===== config.mk =====
export PLATFORM = sky130hd
export DESIGN_NAME = blk_lock_ctrl
export DESIGN_NICKNAME = d
export VERILOG_FILES = /design/src/rtl/lk_pkg.sv /design/src/rtl/lk_seq.sv /design/src/rtl/lk_timer.sv /design/src/rtl/lk_store.sv /design/src/rtl/blk_lock_ctrl.sv
export SDC_FILE = /design/constraint.sdc
export NUM_CORES = 1
export LEC_CHECK = 0
export BUFFER_PORTS_ARGS = -buffer_cell sky130_fd_sc_hd__buf_2
export CAP_MARGIN = 20
export CELL_PAD_IN_SITES_DETAIL_PLACEMENT = 0
export CELL_PAD_IN_SITES_GLOBAL_PLACEMENT = 1
export CORE_ASPECT_RATIO = 1.2
export CORE_UTILIZATION = 41
export DETAILED_ROUTE_END_ITERATION = 12
export PLACE_DENSITY = 0.87
export SYNTH_ARGS = -nofsm -noshare
export SYNTH_HDL_FRONTEND = slang
export SYNTH_SLANG_ARGS = --single-unit

===== constraint.sdc =====
create_clock -name clk -period 6.7 [get_ports clk]
set_input_delay 1.675 -clock clk [delete_from_list [all_inputs] [get_ports clk]]
set_output_delay 1.675 -clock clk [all_outputs]
set_load 0.05 [all_outputs]

===== src/rtl/lk_pkg.sv =====
package lk_pkg;
  typedef enum logic [1:0] {
    OP_SET_BLK = 2'd0,
    OP_SET_MST = 2'd1,
    OP_CLR_ALL = 2'd2
  } lk_op_e;

  localparam logic [7:0] CMD_SETUP  = 8'h60;
  localparam logic [7:0] CONF_BLK   = 8'h01;
  localparam logic [7:0] CONF_MST   = 8'hF1;
  localparam logic [7:0] CONF_CLR   = 8'hD0;

  typedef struct packed {
    logic clr_err;
    logic set_err;
    logic vpp_err;
    logic prot_err;
  } lk_flags_t;
endpackage


===== src/rtl/lk_seq.sv =====
module lk_seq
  import lk_pkg::*;
#(
  parameter int BW = 4
) (
  input  logic          clk,
  input  logic          rst_n,
  input  logic          wr_en,
  input  logic [BW-1:0] wr_blk,
  input  logic [7:0]    wr_data,
  input  logic          busy,
  input  logic          abort_req,
  input  logic          vpp_ok,
  input  logic          rp_hv,
  input  logic          master,
  input  logic          clr_aborted,
  output logic          launch,
  output lk_op_e        launch_op,
  output logic [BW-1:0] launch_blk,
  output lk_flags_t     flags
);
  logic      armed_q, armed_d;
  lk_flags_t flags_q, flags_d;
  logic      conf_ok;

  always_comb begin
    armed_d    = armed_q;
    flags_d    = flags_q;
    launch     = 1'b0;
    launch_op  = OP_SET_BLK;
    launch_blk = wr_blk;
    conf_ok    = 1'b1;
    unique case (wr_data)
      CONF_BLK: launch_op = OP_SET_BLK;
      CONF_MST: launch_op = OP_SET_MST;
      CONF_CLR: launch_op = OP_CLR_ALL;
      default:  conf_ok   = 1'b0;
    endcase
    if (abort_req) begin
      armed_d = 1'b0;
    end else if (wr_en && !busy) begin
      if (!armed_q) begin
        if (wr_data == CMD_SETUP) begin
          armed_d = 1'b1;
          flags_d = '0;
        end
      end else begin
        armed_d = 1'b0;
        if (!conf_ok) begin
          flags_d.set_err = 1'b1;
          flags_d.clr_err = 1'b1;
        end else if (!vpp_ok) begin
          flags_d.vpp_err = 1'b1;
        end else if (master && !rp_hv) begin
          flags_d.prot_err = 1'b1;
          if (launch_op == OP_CLR_ALL) flags_d.clr_err = 1'b1;
          else                         flags_d.set_err = 1'b1;
        end else begin
          launch = 1'b1;
        end
      end
    end
    if (clr_aborted) flags_d.clr_err = 1'b1;
  end

  always_ff @(posedge clk or negedge rst_n) begin
    if (!rst_n) begin
      armed_q <= 1'b0;
      flags_q <= '0;
    end else begin
      armed_q <= armed_d;
      flags_q <= flags_d;
    end
  end

  assign flags = flags_q;
endmodule


===== src/rtl/lk_timer.sv =====
module lk_timer
  import lk_pkg::*;
#(
  parameter int BUSY_CYC = 8,
  parameter int BW       = 4
) (
  input  logic          clk,
  input  logic          rst_n,
  input  logic          launch,
  input  lk_op_e        launch_op,
  input  logic [BW-1:0] launch_blk,
  input  logic          abort_req,
  output logic          busy,
  output logic          done,
  output lk_op_e        cur_op,
  output logic [BW-1:0] cur_blk,
  output logic          clr_aborted
);
  localparam int CW = (BUSY_CYC < 2) ? 1 : $clog2(BUSY_CYC);
  localparam logic [CW-1:0] LOAD = CW'(BUSY_CYC - 1);

  logic          busy_q, busy_d;
  logic [CW-1:0] cnt_q, cnt_d;
  lk_op_e        op_q, op_d;
  logic [BW-1:0] blk_q, blk_d;
  logic          load_en;

  assign load_en     = launch && !busy_q;
  assign done        = busy_q && (cnt_q == '0) && !abort_req;
  assign clr_aborted = busy_q && abort_req && (op_q == OP_CLR_ALL);

  always_comb begin
    busy_d = busy_q;
    cnt_d  = cnt_q;
    op_d   = op_q;
    blk_d  = blk_q;
    if (load_en) begin
      busy_d = 1'b1;
      cnt_d  = LOAD;
      op_d   = launch_op;
      blk_d  = launch_blk;
    end else if (busy_q) begin
      if (abort_req || (cnt_q == '0)) busy_d = 1'b0;
      else                            cnt_d  = cnt_q - 1'b1;
    end
  end

  always_ff @(posedge clk or negedge rst_n) begin
    if (!rst_n) begin
      busy_q <= 1'b0;
      cnt_q  <= '0;
      op_q   <= OP_SET_BLK;
      blk_q  <= '0;
    end else begin
      busy_q <= busy_d;
      cnt_q  <= cnt_d;
      op_q   <= op_d;
      blk_q  <= blk_d;
    end
  end

  assign busy    = busy_q;
  assign cur_op  = op_q;
  assign cur_blk = blk_q;
endmodule


===== src/rtl/lk_store.sv =====
module lk_store
  import lk_pkg::*;
#(
  parameter int NUM_BLK = 16,
  parameter int BW      = 4
) (
  input  logic               clk,
  input  logic               rst_n,
  input  logic               done,
  input  lk_op_e             op,
  input  logic [BW-1:0]      blk,
  input  logic               clr_aborted,
  input  logic               rp_hv,
  input  logic [BW-1:0]      qry_blk,
  input  logic [BW-1:0]      id_blk,
  output logic [NUM_BLK-1:0] lock_vec,
  output logic               master,
  output logic               qry_protect,
  output logic               id_blk_locked
);
  logic [NUM_BLK-1:0] lock_q, lock_d;
  logic               mst_q, mst_d, undef_q, undef_d;
  logic               set_hit, clr_hit;

  assign set_hit = done && (op == OP_SET_BLK);
  assign clr_hit = done && (op == OP_CLR_ALL);

  for (genvar i = 0; i < NUM_BLK; i++) begin : g_bit
    always_comb begin
      lock_d[i] = lock_q[i];
      if (clr_hit)                                 lock_d[i] = 1'b0;
      else if (set_hit && (blk == BW'(i)))         lock_d[i] = 1'b1;
    end
  end

  always_comb begin
    mst_d   = mst_q || (done && (op == OP_SET_MST));
    undef_d = undef_q;
    if (clr_aborted)  undef_d = 1'b1;
    else if (clr_hit) undef_d = 1'b0;
  end

  always_ff @(posedge clk or negedge rst_n) begin
    if (!rst_n) begin
      lock_q  <= '0;
      mst_q   <= 1'b0;
      undef_q <= 1'b0;
    end else begin
      lock_q  <= lock_d;
      mst_q   <= mst_d;
      undef_q <= undef_d;
    end
  end

  assign lock_vec      = lock_q;
  assign master        = mst_q;
  assign qry_protect   = (lock_q[qry_blk] || undef_q) && !rp_hv;
  assign id_blk_locked = lock_q[id_blk] || undef_q;
endmodule


===== src/rtl/blk_lock_ctrl.sv =====
module blk_lock_ctrl
  import lk_pkg::*;
#(
  parameter int ADDR_W   = 20,
  parameter int NUM_BLK  = 16,
  parameter int BUSY_CYC = 8,
  parameter int BW       = $clog2(NUM_BLK)
) (
  input  logic              clk,
  input  logic              rst_n,
  input  logic              wr_en,
  input  logic [ADDR_W-1:0] wr_addr,
  input  logic [7:0]        wr_data,
  input  logic              vpp_ok,
  input  logic              rp_hv,
  input  logic              abort_req,
  input  logic [BW-1:0]     qry_blk,
  output logic              qry_protect,
  input  logic [BW-1:0]     id_blk,
  output logic              id_blk_locked,
  output logic              id_master_locked,
  output logic              busy,
  output logic [7:0]        status
);
  logic               launch, done, clr_aborted, master;
  lk_op_e             launch_op, cur_op;
  logic [BW-1:0]      launch_blk, cur_blk, wr_blk;
  lk_flags_t          flags;
  logic [NUM_BLK-1:0] lock_vec;
  logic               unused_addr;

  assign wr_blk      = wr_addr[ADDR_W-1 -: BW];
  assign unused_addr = ^wr_addr[ADDR_W-BW-1:0];

  lk_seq #(.BW(BW)) seq_i (
    .clk(clk), .rst_n(rst_n), .wr_en(wr_en), .wr_blk(wr_blk), .wr_data(wr_data),
    .busy(busy), .abort_req(abort_req), .vpp_ok(vpp_ok), .rp_hv(rp_hv),
    .master(master), .clr_aborted(clr_aborted), .launch(launch),
    .launch_op(launch_op), .launch_blk(launch_blk), .flags(flags)
  );

  lk_timer #(.BUSY_CYC(BUSY_CYC), .BW(BW)) timer_i (
    .clk(clk), .rst_n(rst_n), .launch(launch), .launch_op(launch_op),
    .launch_blk(launch_blk), .abort_req(abort_req), .busy(busy), .done(done),
    .cur_op(cur_op), .cur_blk(cur_blk), .clr_aborted(clr_aborted)
  );

  lk_store #(.NUM_BLK(NUM_BLK), .BW(BW)) store_i (
    .clk(clk), .rst_n(rst_n), .done(done), .op(cur_op), .blk(cur_blk),
    .clr_aborted(clr_aborted), .rp_hv(rp_hv), .qry_blk(qry_blk), .id_blk(id_blk),
    .lock_vec(lock_vec), .master(master), .qry_protect(qry_protect),
    .id_blk_locked(id_blk_locked)
  );

  assign id_master_locked = master;
  assign status = {~busy, 1'b0, flags.clr_err, flags.set_err, flags.vpp_err,
                   1'b0, flags.prot_err, 1'b0};
endmodule


Word-level counts from Yosys, hierarchy flattened
Index checks and enable logic that the tools add are counted.
{"block": "word_totals", "in_bits": 42, "regBits": 33, "output_inout_bits": 12}
{"block": "op_classes", "bitwise_logic": 2, "n_addsub": 1, "mux": 70, "eq_ne": 34, "n_reduce_logical": 65, "magnitude_cmp": 2}
{"operator": "1-bit two-way mux", "n": 56}
{"operator": "2-bit nonzero test", "n": 21}
{"operator": "4-bit equality test, second input constant", "n": 8}
{"operator": "1-bit logical AND", "n": 27}
{"operator": "6-bit AND reduction", "n": 3}
{"operator": "4-bit by 3-bit equality test with 1-bit output, second input constant", "n": 4}
{"operator": "8-bit equality test, second input constant", "n": 2}
{"operator": "4-bit two-way mux", "n": 4}
{"operator": "4-bit != test, second input constant", "n": 3}
{"operator": "4-bit by 5-bit < comparator with 1-bit output, second input constant", "n": 2}
{"operator": "3-bit two-way mux", "n": 3}
{"operator": "3-bit != test, second input constant", "n": 3}
{"operator": "1-bit binary-select mux with 4-bit select", "n": 2}
{"operator": "4-bit by 2-bit equality test with 1-bit output, second input constant", "n": 2}
{"operator": "8-bit by 1-bit equality test with 1-bit output, second input constant", "n": 1}
{"operator": "8-bit by 7-bit equality test with 1-bit output, second input constant", "n": 1}
{"operator": "2-bit two-way mux", "n": 4}
{"operator": "2-bit != test, second input constant", "n": 4}
{"operator": "5-bit AND reduction", "n": 1}
{"operator": "2-bit equality test, second input constant", "n": 2}
{"operator": "4-bit by 1-bit equality test with 1-bit output, second input constant", "n": 1}
{"operator": "4-bit zero test", "n": 1}
{"operator": "1-bit logical OR", "n": 4}
{"operator": "2-bit by 1-bit != test with 1-bit output, second input constant", "n": 2}
{"operator": "other kinds (10)", "n": 13}

Depth between registers and ports, before layout
{"block": "logic_depth", "ltp_word": 11, "ltp_mapped": 7, "depth_no_buf": 7}

Modules after synthesis
Synthesis repeated with hierarchy kept, for this count alone.
{"block": "hier_totals", "hier_cells": 169, "area_unflattened_um2": 1894.3}
{"mod": "lk_store", "cells_each": 86, "n_inst": 1, "area_each_um2": 998.5}
{"mod": "lk_timer", "cells_each": 35, "n_inst": 1, "area_each_um2": 480.5}
{"mod": "lk_seq", "cells_each": 43, "n_inst": 1, "area_each_um2": 385.4}
{"mod": "blk_lock_ctrl", "cells_each": 5, "n_inst": 1, "area_each_um2": 30.0}

Worst setup path after synthesis
OpenSTA, ideal clock, no wires.
{"block": "synth_timing", "path_kind": "input to output", "startpoint": "input id_blk[0]", "endpoint": "output id_blk_locked", "arrival_ps": 2996, "n_path_buf": 0, "path_stages": 3, "slack_ps": 2029, "cell_sequence": "mux4_2 -> mux4_2 -> or2_2"}
{"block": "synth_between", "elab_chain_cells": 3}
{"item": "start: declaration", "line_no": "blk_lock_ctrl.sv:19", "source": "input logic [BW-1:0] id_blk,"}
{"item": "1-bit binary-select mux with 4-bit select", "line_no": "lk_store.sv:58", "source": "assign id_blk_locked = lock_q[id_blk] || undef_q;"}
{"item": "1-bit two-way mux (implied by the code)", "line_no": "lk_store.sv:58"}
{"item": "1-bit logical OR", "line_no": "lk_store.sv:58"}
{"item": "end: declaration", "line_no": "blk_lock_ctrl.sv:20", "source": "output logic id_blk_locked,"}
No other way between the ends. The select of a mux whose other input is x is not followed.

Final worst setup path
Same ends and word-level chain as after synthesis.

==> metrics.yaml <==
run:
  max_cap_violations: 0
timing:
  final_setup_viols: 0
  final-max-slew-violation-count: 0
  max_freq_mhz: 201
  hold-worst-slack_ns: 0.490
  period_share_pct: 74.2
  slew_hr_pct: 50.2
  timing_worst_slew_pin_value_ns: 0.746
  timing.final.crit_period_ns: 4.97
  fin_tns_setup_ns: 0
  rsz0062_at_grt: "false"
  finalClockSkew_ns: 0.00382
  hold_viol: 0
global_route:
  grt_pass1_wl_mm: 5.87
  grt_start_max_net_pins: 34
  grt_usage_pct: 17.9
  overflow: 0
  grt_pass1_vias: 1277
  antenna_found_initial: 0
die:
  die-area_mm2: 0.00459
  core.rowCount: 25
  die_height_um: 74.0
  initial_utilization_pct: 43.9
  core_area_mm2: 0.00404
  die_width_um: 62.0
  design.portCount: 54
clocking:
  numClockSinks: 33
  hold_buffers: 0
  clk_root_buffer_cell: "clkbuf_8"
  postCtsSetupBuffers: 0
  clock_path_buffers: 2
  cts_tree: "built"
  cts_repair_resize_count: 0
  clkSlewWorstSetupHoldPaths_ns: 0.06
  worst_skew_pair_latency_ns: 0.29
  cts-buffers-inserted: 5
  cts_max_level: 2
placement:
  place_congestion: 0.755
  place.port_buffers: 34
  post_dp_cell_area_mm2: 0.00199
  dp_hpwl_mm: 2.68
yosys:
  synth_edf_count: 0
  synth_compound_gate_area_share_pct: 10.6
  async_reset_ff_share_pct: 100
  synthesis.yosys.warnings: 0
  synth_adder_area_share_pct: 1.41
  synth_seq_area_share_pct: 46.6
  synth-simple-area-share_pct: 20.6
  synthXorXnorAreaFrac_pct: 0.989
  post_synth.cell_area_avg_um2: 10.6
  synth_top_family_by_area: "simple AND/OR/NAND/NOR gates"
  dominantRegCellSynth: "dfrtp_1"
  synthCells: 167
  syn-cell-area_mm2: 0.00177
  netlist-cell-type-count: 42
  synth.mux.area_fraction_pct: 15.3
  postSynthRegisterBits: 33
routing:
  post_detailed_routing_wire_length_mm: 3.61
  drc_errors: 0
  route.vias.total: 1395
  drt_pass1_iterations: 4
  routed_wire_length_per_instance_um: 13.9
  vias_per_cell: 5.39
  antenna_left: 0
  detailedRoute.firstIterationViolations: 51
finish:
  antennaDiodeCount: 0
  final_net_count: 248
  drive_gt1_share_pct: 30.2
  combined_area_of_the_multi_input_logic_cells_um2: 877
  area.growth.synth_to_final_pct: 18.7
  filler_cell_count: 363
  sequential_cell_area_um2: 826
  final_cell_area_mm2: 0.00210
  fin_util_pct: 52.1
critical_path:
  r2r_end: "store_i.lock_vec[3]$_DFFE_PN0P_"
  ff2ff_setup_slack_ns: 4.69
  path_class: "input port to output pin"
  cp_data_required_time_ns: 5.03
  crit-reg2reg-launch: "timer_i.cnt_q[0]$_DFFE_PN0P_"
  worstSetupEndpoint: "id_blk_locked"
  reg2reg_depth: 7
  start_kind: "input port"
  path_max_fanout: 4
  timing.critical_path.arrival_ns: 3.30
  crit_path_end_kind: "output pin"
  critical_path_origin: "id_blk[0]"
pwr:
  worst_ir_drop_vdd_mv: 0.0971
  total_switching_power_mw: 0.0987
  leakage_nw: 1.03
  comb_power_share_pct: 8.8
  power_frac_clock_pct: 44.3
  power.density_mw_per_mm2: 208
  p_sw_share_pct: 22.6
  internal_power_mw: 0.338
  seq_power_share_pct: 46.9
run_status:
  status: "complete, no violations"
hold_path:
  hold_path.startpoint: "store_i.master$_DFF_PN0_"
  worstHoldPathType: "flop to flop"
-- through the flow --
stage | cells | power, mW | worst slack (ns)
global placement | 251 | 0.247 | 1.73
detailed placement | 251 | 0.247 | 1.72
CTS | 259 | 0.443 | 1.71
finish | 259 | 0.437 | 1.73
global route | 259 | 0.454 | 1.66
floorplan | 169 | 0.230 | 2.03
-- metal layers --
| metal | wire (um) | track usage [%] |
|---|---|---|
| met1 | 1690 | 25.1 |
| met3 | 194 | 4.87 |
| met5 | 0 | 0 |
| met2 | 1640 | 25.7 |
| met4 | 78 | 8.15 |
-- kinds of logic (layout without fill, tap and decap cells) --
group,count (synthesis),count (layout)
fa+ha+maj,2,2
other cells,1,3
xor+xnor,2,2
simple gates,67,67
buf+inv,17,53
flops,33,33
mux,15,15
compound gates,30,30
-- area by class of cell --
class	count	share of cell area, %
Tap cell	54	3.21
Timing Repair Buffer	35	8.45
Clock inverter	1	1.43
Clock buffer	7	4.11
Inverter	10	1.79
Multi-Input combinational cell	119	41.7
Sequential cell	33	39.3
-- worst min-delay path by stage --
stage                                 endpoint  slack [ns]  depth (start not counted)
2_1_floorplan  store_i.lock_vec[4]$_DFFE_PN0P_        0.46                          2
3_3_place_gp        seq_i.flags[1]$_DFFE_PN0P_        0.47                          1
3_5_place_dp          store_i.master$_DFF_PN0_        0.47                          1
4_1_cts               store_i.master$_DFF_PN0_        0.49                          1
5_1_grt             seq_i.flags[1]$_DFFE_PN0P_        0.51                          1
6_report              store_i.master$_DFF_PN0_        0.49                          1
-- state kept, by name, summed over array words and instances (netlist names) --
name / count
seq_i.armed_q: 1
seq_i.flags: 4
store_i.lock_vec: 16
store_i.master: 1
store_i.undef_q: 1
timer_i.busy: 1
timer_i.cnt_q: 3
timer_i.cur_blk: 4
timer_i.cur_op: 2
-- worst max-delay path, stage by stage --
cell and delay, ns:
buf_2 0.16, mux4_2 0.51, mux4_2 0.47, or2_2 0.27, buf_2 0.21
-- power groups by stage --
stage	registers [mW]	clock network (mW)	logic, mW
after global placement	0.209	0	0.0383
after detailed placement	0.209	0	0.0385
after global routing	0.205	0.206	0.0432
final	0.205	0.194	0.0386
after CTS	0.205	0.199	0.0390
after floorplan	0.211	0	0.0193
-- cell usage after synthesis (2+ instances only) --
| cell | instances | share of area, % |
|---|---|---|
| nand2_1 | 11 | 2.3 |
| a21o_1 | 2 | 0.85 |
| dfrtp_1 | 33 | 47 |
| nor4_1 | 4 | 1.4 |
| mux2_2 | 6 | 3.8 |
| clkbuf_1 | 4 | 0.85 |
| nor2b_1 | 2 | 0.71 |
| nand3_1 | 3 | 0.85 |
| a31oi_1 | 3 | 1.1 |
| a211o_1 | 2 | 0.99 |
| xnor2_1 | 2 | 0.99 |
| nor3_1 | 3 | 0.85 |
| or4_1 | 2 | 0.85 |
| nor2_1 | 22 | 4.7 |
| nand3b_1 | 3 | 1.3 |
| buf_4 | 3 | 1.3 |
| a21oi_1 | 13 | 3.7 |
| ha_1 | 2 | 1.4 |
| nand4_1 | 2 | 0.71 |
| mux4_2 | 9 | 11 |
| or3_1 | 3 | 1.1 |
| o21ai_0 | 3 | 0.85 |
| inv_1 | 10 | 2.1 |
| nor3b_1 | 2 | 0.85 |
-- placed cells by master, fill, tap and decap left out, types with 2 or more instances in the layout --
master | Yosys | final
a31oi_1 | 3 | 3
nor2b_1 | 2 | 2
nor3_1 | 3 | 3
nand3b_1 | 3 | 3
nand4_1 | 2 | 2
or3_1 | 3 | 3
nand2_1 | 11 | 11
nor4_1 | 4 | 4
a21o_1 | 2 | 2
a211o_1 | 2 | 2
mux2_2 | 6 | 6
dfrtp_1 | 33 | 33
nor3b_1 | 2 | 2
a21oi_1 | 13 | 13
conb_1 | 1 | 3
nand3_1 | 3 | 3
xnor2_1 | 2 | 2
o21ai_0 | 3 | 3
clkbuf_8 | 0 | 6
or4_1 | 2 | 2
buf_2 | 0 | 34
inv_1 | 10 | 10
nor2_1 | 22 | 22
mux4_2 | 9 | 9
ha_1 | 2 | 2
Note: power is estimated with default switching activity, not from simulation.
